[config.mk]
export PLATFORM = sky130hd
export DESIGN_NAME = row_retire_sweeper
export DESIGN_NICKNAME = d
export VERILOG_FILES = /design/src/rtl/rrs_pkg.sv /design/src/rtl/rrs_col_ctr.sv /design/src/rtl/rrs_addr_merge.sv /design/src/rtl/rrs_ctrl.sv /design/src/rtl/row_retire_sweeper.sv
export SDC_FILE = /design/constraint.sdc
export NUM_CORES = 1
export LEC_CHECK = 0
export BUFFER_PORTS_ARGS = -buffer_cell sky130_fd_sc_hd__buf_2
export CORE_MARGIN = 2
export CORE_UTILIZATION = 47
export CTS_BUF_LIST = sky130_fd_sc_hd__clkbuf_4
export DETAILED_ROUTE_END_ITERATION = 10
export PLACE_DENSITY = 0.88
export SYNTH_ARGS = -nofsm -noshare
export SYNTH_HDL_FRONTEND = slang
export SYNTH_SLANG_ARGS = --single-unit
[constraint.sdc]
create_clock -name clk -period 5.4 [get_ports clk]
set_input_delay 0.27 -clock clk [delete_from_list [all_inputs] [get_ports clk]]
set_output_delay 0.27 -clock clk [all_outputs]
set_load 0.03 [all_outputs]
[src/rtl/rrs_pkg.sv]
package rrs_pkg;

    typedef enum logic [2:0] {
        SW_IDLE = 3'd0,
        SW_XREQ = 3'd1,
        SW_XRSP = 3'd2,
        SW_QREQ = 3'd3,
        SW_QRSP = 3'd4,
        SW_RET  = 3'd5,
        SW_STEP = 3'd6,
        SW_FIN  = 3'd7
    } sweep_state_e;

    typedef struct packed {
        logic xl_ok;
        logic online;
        logic poisoned;
    } page_verdict_t;

    function automatic logic verdict_retire(input page_verdict_t v);
        return v.xl_ok && v.online && !v.poisoned;
    endfunction

endpackage

[src/rtl/rrs_col_ctr.sv]
module rrs_col_ctr #(
    parameter int COL_W = 5
) (
    input  logic             clk,
    input  logic             rst,
    input  logic             clr,
    input  logic             inc,
    output logic [COL_W-1:0] col,
    output logic             last
);
    localparam logic [COL_W-1:0] COL_MAX = {COL_W{1'b1}};

    always_ff @(posedge clk) begin
        if (rst || clr) begin
            col <= '0;
        end else if (inc) begin
            col <= col + 1'b1;
        end
    end

    assign last = (col == COL_MAX);

    // the column moves up by exactly one per step
    p_col_step_r1: assert property (@(posedge clk) disable iff (rst)
        (inc && !clr) |=> (col == $past(col) + 1'b1));

    // every sweep starts from column zero
    p_col_clear_r1: assert property (@(posedge clk) disable iff (rst)
        clr |=> (col == '0));

endmodule

[src/rtl/rrs_addr_merge.sv]
module rrs_addr_merge #(
    parameter int ADDR_W  = 28,
    parameter int COL_LSB = 1,
    parameter int COL_W   = 5
) (
    input  logic [ADDR_W-1:0] base,
    input  logic [COL_W-1:0]  col,
    output logic [ADDR_W-1:0] addr
);
    localparam logic [ADDR_W-1:0] COL_MASK =
        ADDR_W'({COL_W{1'b1}}) << COL_LSB;

    always_comb begin
        addr = (base & ~COL_MASK) | (ADDR_W'(col) << COL_LSB);
    end

endmodule

[src/rtl/rrs_ctrl.sv]
module rrs_ctrl
    import rrs_pkg::*;
(
    input  logic clk,
    input  logic rst,
    input  logic hetero_mode,
    input  logic start_valid,
    output logic start_ready,
    output logic busy,
    output logic done,
    output logic xl_req_valid,
    input  logic xl_req_ready,
    input  logic xl_rsp_valid,
    output logic xl_rsp_ready,
    input  logic xl_rsp_err,
    output logic pq_req_valid,
    input  logic pq_req_ready,
    input  logic pq_rsp_valid,
    output logic pq_rsp_ready,
    input  logic pq_rsp_online,
    input  logic pq_rsp_poisoned,
    output logic rt_req_valid,
    input  logic rt_req_ready,
    input  logic col_last,
    output logic col_clr,
    output logic col_inc,
    output logic base_load,
    output logic pfn_load
);
    sweep_state_e  state, state_nx;
    page_verdict_t verdict;

    always_comb begin
        verdict.xl_ok    = 1'b1;
        verdict.online   = pq_rsp_online;
        verdict.poisoned = pq_rsp_poisoned;
    end

    always_comb begin
        state_nx  = state;
        col_clr   = 1'b0;
        col_inc   = 1'b0;
        base_load = 1'b0;
        pfn_load  = 1'b0;
        unique case (state)
            SW_IDLE: if (start_valid) begin
                if (hetero_mode) begin
                    state_nx  = SW_XREQ;
                    col_clr   = 1'b1;
                    base_load = 1'b1;
                end else begin
                    state_nx  = SW_FIN;
                end
            end
            SW_XREQ: if (xl_req_ready) state_nx = SW_XRSP;
            SW_XRSP: if (xl_rsp_valid) begin
                if (xl_rsp_err) begin
                    state_nx = SW_STEP;
                end else begin
                    state_nx = SW_QREQ;
                    pfn_load = 1'b1;
                end
            end
            SW_QREQ: if (pq_req_ready) state_nx = SW_QRSP;
            SW_QRSP: if (pq_rsp_valid) begin
                state_nx = verdict_retire(verdict) ? SW_RET : SW_STEP;
            end
            SW_RET:  if (rt_req_ready) state_nx = SW_STEP;
            SW_STEP: begin
                if (col_last) begin
                    state_nx = SW_FIN;
                end else begin
                    state_nx = SW_XREQ;
                    col_inc  = 1'b1;
                end
            end
            SW_FIN:  state_nx = SW_IDLE;
            default: state_nx = SW_IDLE;
        endcase
    end

    always_ff @(posedge clk) begin
        if (rst) state <= SW_IDLE;
        else     state <= state_nx;
    end

    assign start_ready  = (state == SW_IDLE);
    assign busy         = (state != SW_IDLE);
    assign done         = (state == SW_FIN);
    assign xl_req_valid = (state == SW_XREQ);
    assign xl_rsp_ready = (state == SW_XRSP);
    assign pq_req_valid = (state == SW_QREQ);
    assign pq_rsp_ready = (state == SW_QRSP);
    assign rt_req_valid = (state == SW_RET);

    // a start with sweeping off finishes on the next cycle with no traffic
    p_bypass_r8: assert property (@(posedge clk) disable iff (rst)
        (start_valid && start_ready && !hetero_mode) |=> (done && !xl_req_valid));

    // done lasts one cycle and the block is idle right after
    p_fin_pulse_r9: assert property (@(posedge clk) disable iff (rst)
        done |=> (!done && !busy));

    // busy only rises from an offered start
    p_start_gate_r10: assert property (@(posedge clk) disable iff (rst)
        $rose(busy) |-> $past(start_valid));

    // a failed translation leads to neither a query nor a retire
    p_err_skip_r3: assert property (@(posedge clk) disable iff (rst)
        (xl_rsp_valid && xl_rsp_ready && xl_rsp_err) |=> (!pq_req_valid && !rt_req_valid));

    // R7 (with R5, R6): a retire follows only an online, unpoisoned answer
    p_ret_gate_r7: assert property (@(posedge clk) disable iff (rst)
        $rose(rt_req_valid) |-> $past(pq_rsp_valid && pq_rsp_ready &&
                                      pq_rsp_online && !pq_rsp_poisoned));

    // requests are not withdrawn before acceptance
    p_xl_hold_r11: assert property (@(posedge clk) disable iff (rst)
        (xl_req_valid && !xl_req_ready) |=> xl_req_valid);

    p_pq_hold_r11: assert property (@(posedge clk) disable iff (rst)
        (pq_req_valid && !pq_req_ready) |=> pq_req_valid);

endmodule

[src/rtl/row_retire_sweeper.sv]
module row_retire_sweeper #(
    parameter int ADDR_W     = 28,
    parameter int PA_W       = 48,
    parameter int PAGE_SHIFT = 12,
    parameter int COL_LSB    = 1,
    parameter int COL_W      = 5
) (
    input  logic                       clk,
    input  logic                       rst,
    input  logic                       hetero_mode,
    input  logic                       start_valid,
    output logic                       start_ready,
    input  logic [ADDR_W-1:0]          start_addr,
    output logic                       busy,
    output logic                       done,
    output logic                       xl_req_valid,
    input  logic                       xl_req_ready,
    output logic [ADDR_W-1:0]          xl_req_addr,
    input  logic                       xl_rsp_valid,
    output logic                       xl_rsp_ready,
    input  logic                       xl_rsp_err,
    input  logic [PA_W-1:0]            xl_rsp_pa,
    output logic                       pq_req_valid,
    input  logic                       pq_req_ready,
    output logic [PA_W-PAGE_SHIFT-1:0] pq_req_pfn,
    input  logic                       pq_rsp_valid,
    output logic                       pq_rsp_ready,
    input  logic                       pq_rsp_online,
    input  logic                       pq_rsp_poisoned,
    output logic                       rt_req_valid,
    input  logic                       rt_req_ready,
    output logic [PA_W-PAGE_SHIFT-1:0] rt_req_pfn
);
    localparam int PFN_W = PA_W - PAGE_SHIFT;

    logic [ADDR_W-1:0] base_q;
    logic [PFN_W-1:0]  pfn_q;
    logic [COL_W-1:0]  col;
    logic              col_last, col_clr, col_inc, base_load, pfn_load;

    always_ff @(posedge clk) begin
        if (rst) begin
            base_q <= '0;
            pfn_q  <= '0;
        end else begin
            if (base_load) base_q <= start_addr;
            if (pfn_load)  pfn_q  <= PFN_W'(xl_rsp_pa >> PAGE_SHIFT);
        end
    end

    rrs_col_ctr #(.COL_W(COL_W)) u_col (
        .clk  (clk),
        .rst  (rst),
        .clr  (col_clr),
        .inc  (col_inc),
        .col  (col),
        .last (col_last)
    );

    rrs_addr_merge #(.ADDR_W(ADDR_W), .COL_LSB(COL_LSB), .COL_W(COL_W)) u_merge (
        .base (base_q),
        .col  (col),
        .addr (xl_req_addr)
    );

    rrs_ctrl u_ctrl (
        .clk             (clk),
        .rst             (rst),
        .hetero_mode     (hetero_mode),
        .start_valid     (start_valid),
        .start_ready     (start_ready),
        .busy            (busy),
        .done            (done),
        .xl_req_valid    (xl_req_valid),
        .xl_req_ready    (xl_req_ready),
        .xl_rsp_valid    (xl_rsp_valid),
        .xl_rsp_ready    (xl_rsp_ready),
        .xl_rsp_err      (xl_rsp_err),
        .pq_req_valid    (pq_req_valid),
        .pq_req_ready    (pq_req_ready),
        .pq_rsp_valid    (pq_rsp_valid),
        .pq_rsp_ready    (pq_rsp_ready),
        .pq_rsp_online   (pq_rsp_online),
        .pq_rsp_poisoned (pq_rsp_poisoned),
        .rt_req_valid    (rt_req_valid),
        .rt_req_ready    (rt_req_ready),
        .col_last        (col_last),
        .col_clr         (col_clr),
        .col_inc         (col_inc),
        .base_load       (base_load),
        .pfn_load        (pfn_load)
    );

    assign pq_req_pfn = pfn_q;
    assign rt_req_pfn = pfn_q;

    // translation address holds while waiting for ready
    p_xl_addr_hold_r11: assert property (@(posedge clk) disable iff (rst)
        (xl_req_valid && !xl_req_ready) |=> $stable(xl_req_addr));

    // retire payload holds while waiting for ready
    p_rt_hold_r11: assert property (@(posedge clk) disable iff (rst)
        (rt_req_valid && !rt_req_ready) |=> (rt_req_valid && $stable(rt_req_pfn)));

    // the queried frame is the accepted address shifted by the page size
    p_pfn_r4: assert property (@(posedge clk) disable iff (rst)
        $rose(pq_req_valid) |-> (pq_req_pfn == PFN_W'($past(xl_rsp_pa) >> PAGE_SHIFT)));

endmodule

==> impl_metrics.env <==
export IMPL_avgRoutedWirePerCell_um=12.1
export IMPL_dp_slack_ns=2.97
export IMPL_path_cells="ha_1 > and3_1 > ha_1 > nor4bb_1 > nand4_1 > xor2_1 > nor3_2"
export IMPL_ys_seq_area_share_pct=44.0
export IMPL_port_buffers=178
export IMPL_via_per_inst=4.81
export IMPL_start_kind="flop"
export IMPL_setup_ws_ns=2.97
export IMPL_synth_edff_count=0
export IMPL_path_clk_slew_ns=0.12
export IMPL_ant_nets=0
export IMPL_peakVddDrop_uv=193
export IMPL_cts_tree="yes"
export IMPL_switching_power_uw=560
export IMPL_cap_violations=0
export IMPL_grt_pass1_vias=2610
export IMPL_r2r_end="u_col.col[3]"
export IMPL_worstMarginPinSlew_ns=1.16
export IMPL_nets=583
export IMPL_combPwrFrac_pct=32.6
export IMPL_io_pins=196
export IMPL_synth_nets=452
export IMPL_dp_hpwl_mm=5.01
export IMPL_arrival_ns=2.68
export IMPL_fillers=597
export IMPL_antenna_cells=0
export IMPL_grt_usage_pct=19.1
export IMPL_synth_area_um2=3050
export IMPL_post_cts_buffers=0
export IMPL_path_max_fanout=5
export IMPL_finalWeightedCongestion=0.799
export IMPL_crit_top_cell="ha_1"
export IMPL_drtPass1Iterations=4
export IMPL_drt_total_wl_mm=6.95
export IMPL_final_common_cell="buf_2"
export IMPL_hold_path_class="input port to flop"
export IMPL_min_period_over_period_pct=45.0
export IMPL_cpMaxStageDelayCell="nor4bb_1"
export IMPL_cts_hold_buf=0
export IMPL_p_leak_nw=1.84
export IMPL_grt_max_degree=70
export IMPL_avgSynthCellArea_um2=8.43
export IMPL_yosysWarnings=0
export IMPL_layout_drive_gt1_share_pct=46.8
export IMPL_whs_path_depth=3
export IMPL_chipHeight_um=84.6
export IMPL_critical_path_required_ns=5.65
export IMPL_synthFlopType="dfxtp_1"
export IMPL_finClkSkew_ns=0.00944
export IMPL_cp_buffers_inverters=0
export IMPL_cts_resized=0
export IMPL_fp_dieArea_um2=7150
export IMPL_synthToLayoutAreaGrowth_pct=24.1
export IMPL_clock_latency_ns=0.39
export IMPL_die_x_um=84.6
export IMPL_drtIter0Drc=72
export IMPL_grt_use_met1_pct=20.7
export IMPL_cts_made_buffers=9
export IMPL_powerDensity_nw_per_um2=397
export IMPL_num_rows=29
export IMPL_via_count=2765
export IMPL_grt_first_pass_wirelength_mm=11.2
export IMPL_layout_min_cycle_time_ns=2.43
export IMPL_overflow=0
export IMPL_core_area_um2=6310
export IMPL_clock_tree_root_cell="clkbuf_4"
export IMPL_start_util_pct=48.3
export IMPL_r2r_cells=7
export IMPL_timing_rr_start="u_col.col[0]"
export IMPL_gr_usage_met2_pct=35.6
export IMPL_h_tree_depth=3
export IMPL_fmax_ghz=0.411
export IMPL_intPower_uw=943
export IMPL_antenna_found_initial=0
export IMPL_synthCells=362
export IMPL_clkSinkCount=67
export IMPL_setup_viol=0
export IMPL_holdPathEnd="pq_req_pfn[34]"
export IMPL_layout_common_cells="buf_2, nand2_1, dfxtp_1"
export IMPL_path_class="flop to flop"
export IMPL_end_kind="flop"
export IMPL_hold_violations=0
export IMPL_cts_buffer_depth=2
export IMPL_synth_distinct_cells=40
export IMPL_rsz0062_at_grt="false"
export IMPL_status="complete, no violations"
export IMPL_slowest_delay_ns=0.86
export IMPL_worstHoldStart="xl_rsp_pa[46]"
export IMPL_use_met3_pct=5.41
export IMPL_async_flop_share_pct=0
export IMPL_path_delay_family="simple AND/OR/NAND/NOR gates"
export IMPL_clkPwrFrac_pct=27.3
export IMPL_seq_power_share_pct=40.0
export IMPL_synth_seq_cells=67
export IMPL_tns_ns=0
export IMPL_slew_violations=0
export IMPL_p_sw_share_pct=37.3
export IMPL_top_usage_layer="met2"
export IMPL_reg2reg_slack_ns=2.97
export IMPL_relSlewSlack_pct=22.7
export IMPL_route_detailed_drc=0
-- synth_stat cells (2+ instances only) --
master	instances	area share, %
nand2_1	109	13
dfxtp_1	67	44
a21oi_1	46	7.5
buf_4	40	9.8
a21oi_2	15	4.3
nand2_2	13	2.7
clkbuf_1	12	1.5
nor2_1	7	0.86
nor3_1	6	0.98
mux2i_1	4	1.3
and2_1	3	0.62
buf_12	3	2.0
buf_6	3	1.1
buf_2	2	0.33
ha_1	2	0.82
inv_1	2	0.25
nand3_1	2	0.33
nor2b_1	2	0.41
o21ai_0	2	0.33
xor2_1	2	0.57
-- cell type report --
type	count	area [um^2]	area share (%)
Multi-Input combinational cell	233	1250	33.1
Sequential cell	67	1340	35.4
Timing Repair Buffer	180	906	23.9
Inverter	2	7.51	0.198
Tap cell	77	96.3	2.54
Clock inverter	7	116	3.07
Clock buffer	9	67.6	1.78
-- flip-flops by register name, indices dropped and copies added (netlist names) --
name,flops
base_q,23
pq_req_pfn,36
u_col.col,5
u_ctrl.state,3
-- worst min-delay path: stages --
cell	delay (ns)
buf_2	0.09
nand2_1	0.04
a21oi_1	0.05
-- power by group through the flow --
stage / clock, mW / sequential (mW) / combinational (mW)
6_report: 0.411 / 0.602 / 0.491
5_1_grt: 0.448 / 0.611 / 0.529
4_1_cts: 0.422 / 0.601 / 0.495
3_5_place_dp: 0 / 0.611 / 0.494
3_3_place_gp: 0 / 0.608 / 0.485
2_1_floorplan: 0 / 0.648 / 0.386
-- worst max-delay path by stage --
| stage | start | to | slack, ns | cells after the start |
|---|---|---|---|---|
| 6_report | u_col.col[0] | u_col.col[3] | 2.97 | 7 |
| 5_1_grt | u_col.col[0] | u_col.col[3] | 2.80 | 7 |
| 4_1_cts | u_col.col[0] | u_col.col[3] | 2.94 | 7 |
| 3_5_place_dp | u_col.col[0] | u_col.col[3] | 2.97 | 7 |
| 3_3_place_gp | u_col.col[0] | u_col.col[3] | 3.08 | 7 |
| 2_1_floorplan | u_col.col[0] | u_col.col[3] | 3.48 | 8 |
-- kinds of logic after synthesis --
family,share of synthesized area (%)
xor+xnor,0.861
simple gates,23.6
compound gates,13.6
flops,44.0
buf+inv,15.0
mux,2.17
fa+ha+maj,0.820
-- through the flow --
| stage | cell area (um^2) | utilization (%) | hold slack (ns) | total power, mW | std cells |
|---|---|---|---|---|---|
| finish | 3790 | 60.0 | 0.0978 | 1.50 | 575 |
| global route | 3790 | 60.0 | 0.0629 | 1.59 | 575 |
| CTS | 3790 | 60.0 | 0.0667 | 1.52 | 575 |
| detailed placement | 3600 | 57.1 | 0.443 | 1.11 | 559 |
| global placement | 3600 | 57.1 | 0.440 | 1.09 | 559 |
| floorplan | 3050 | - | 0.397 | 1.03 | 362 |
-- metal layers --
| metal | vias to the layer above | routed length [um] |
|---|---|---|
| li1 | 1397 | - |
| met1 | 1249 | 2770 |
| met2 | 110 | 3590 |
| met3 | 9 | 514 |
| met4 | 0 | 78 |
| met5 | - | 0 |
Note: power is estimated with default switching activity, not from simulation.
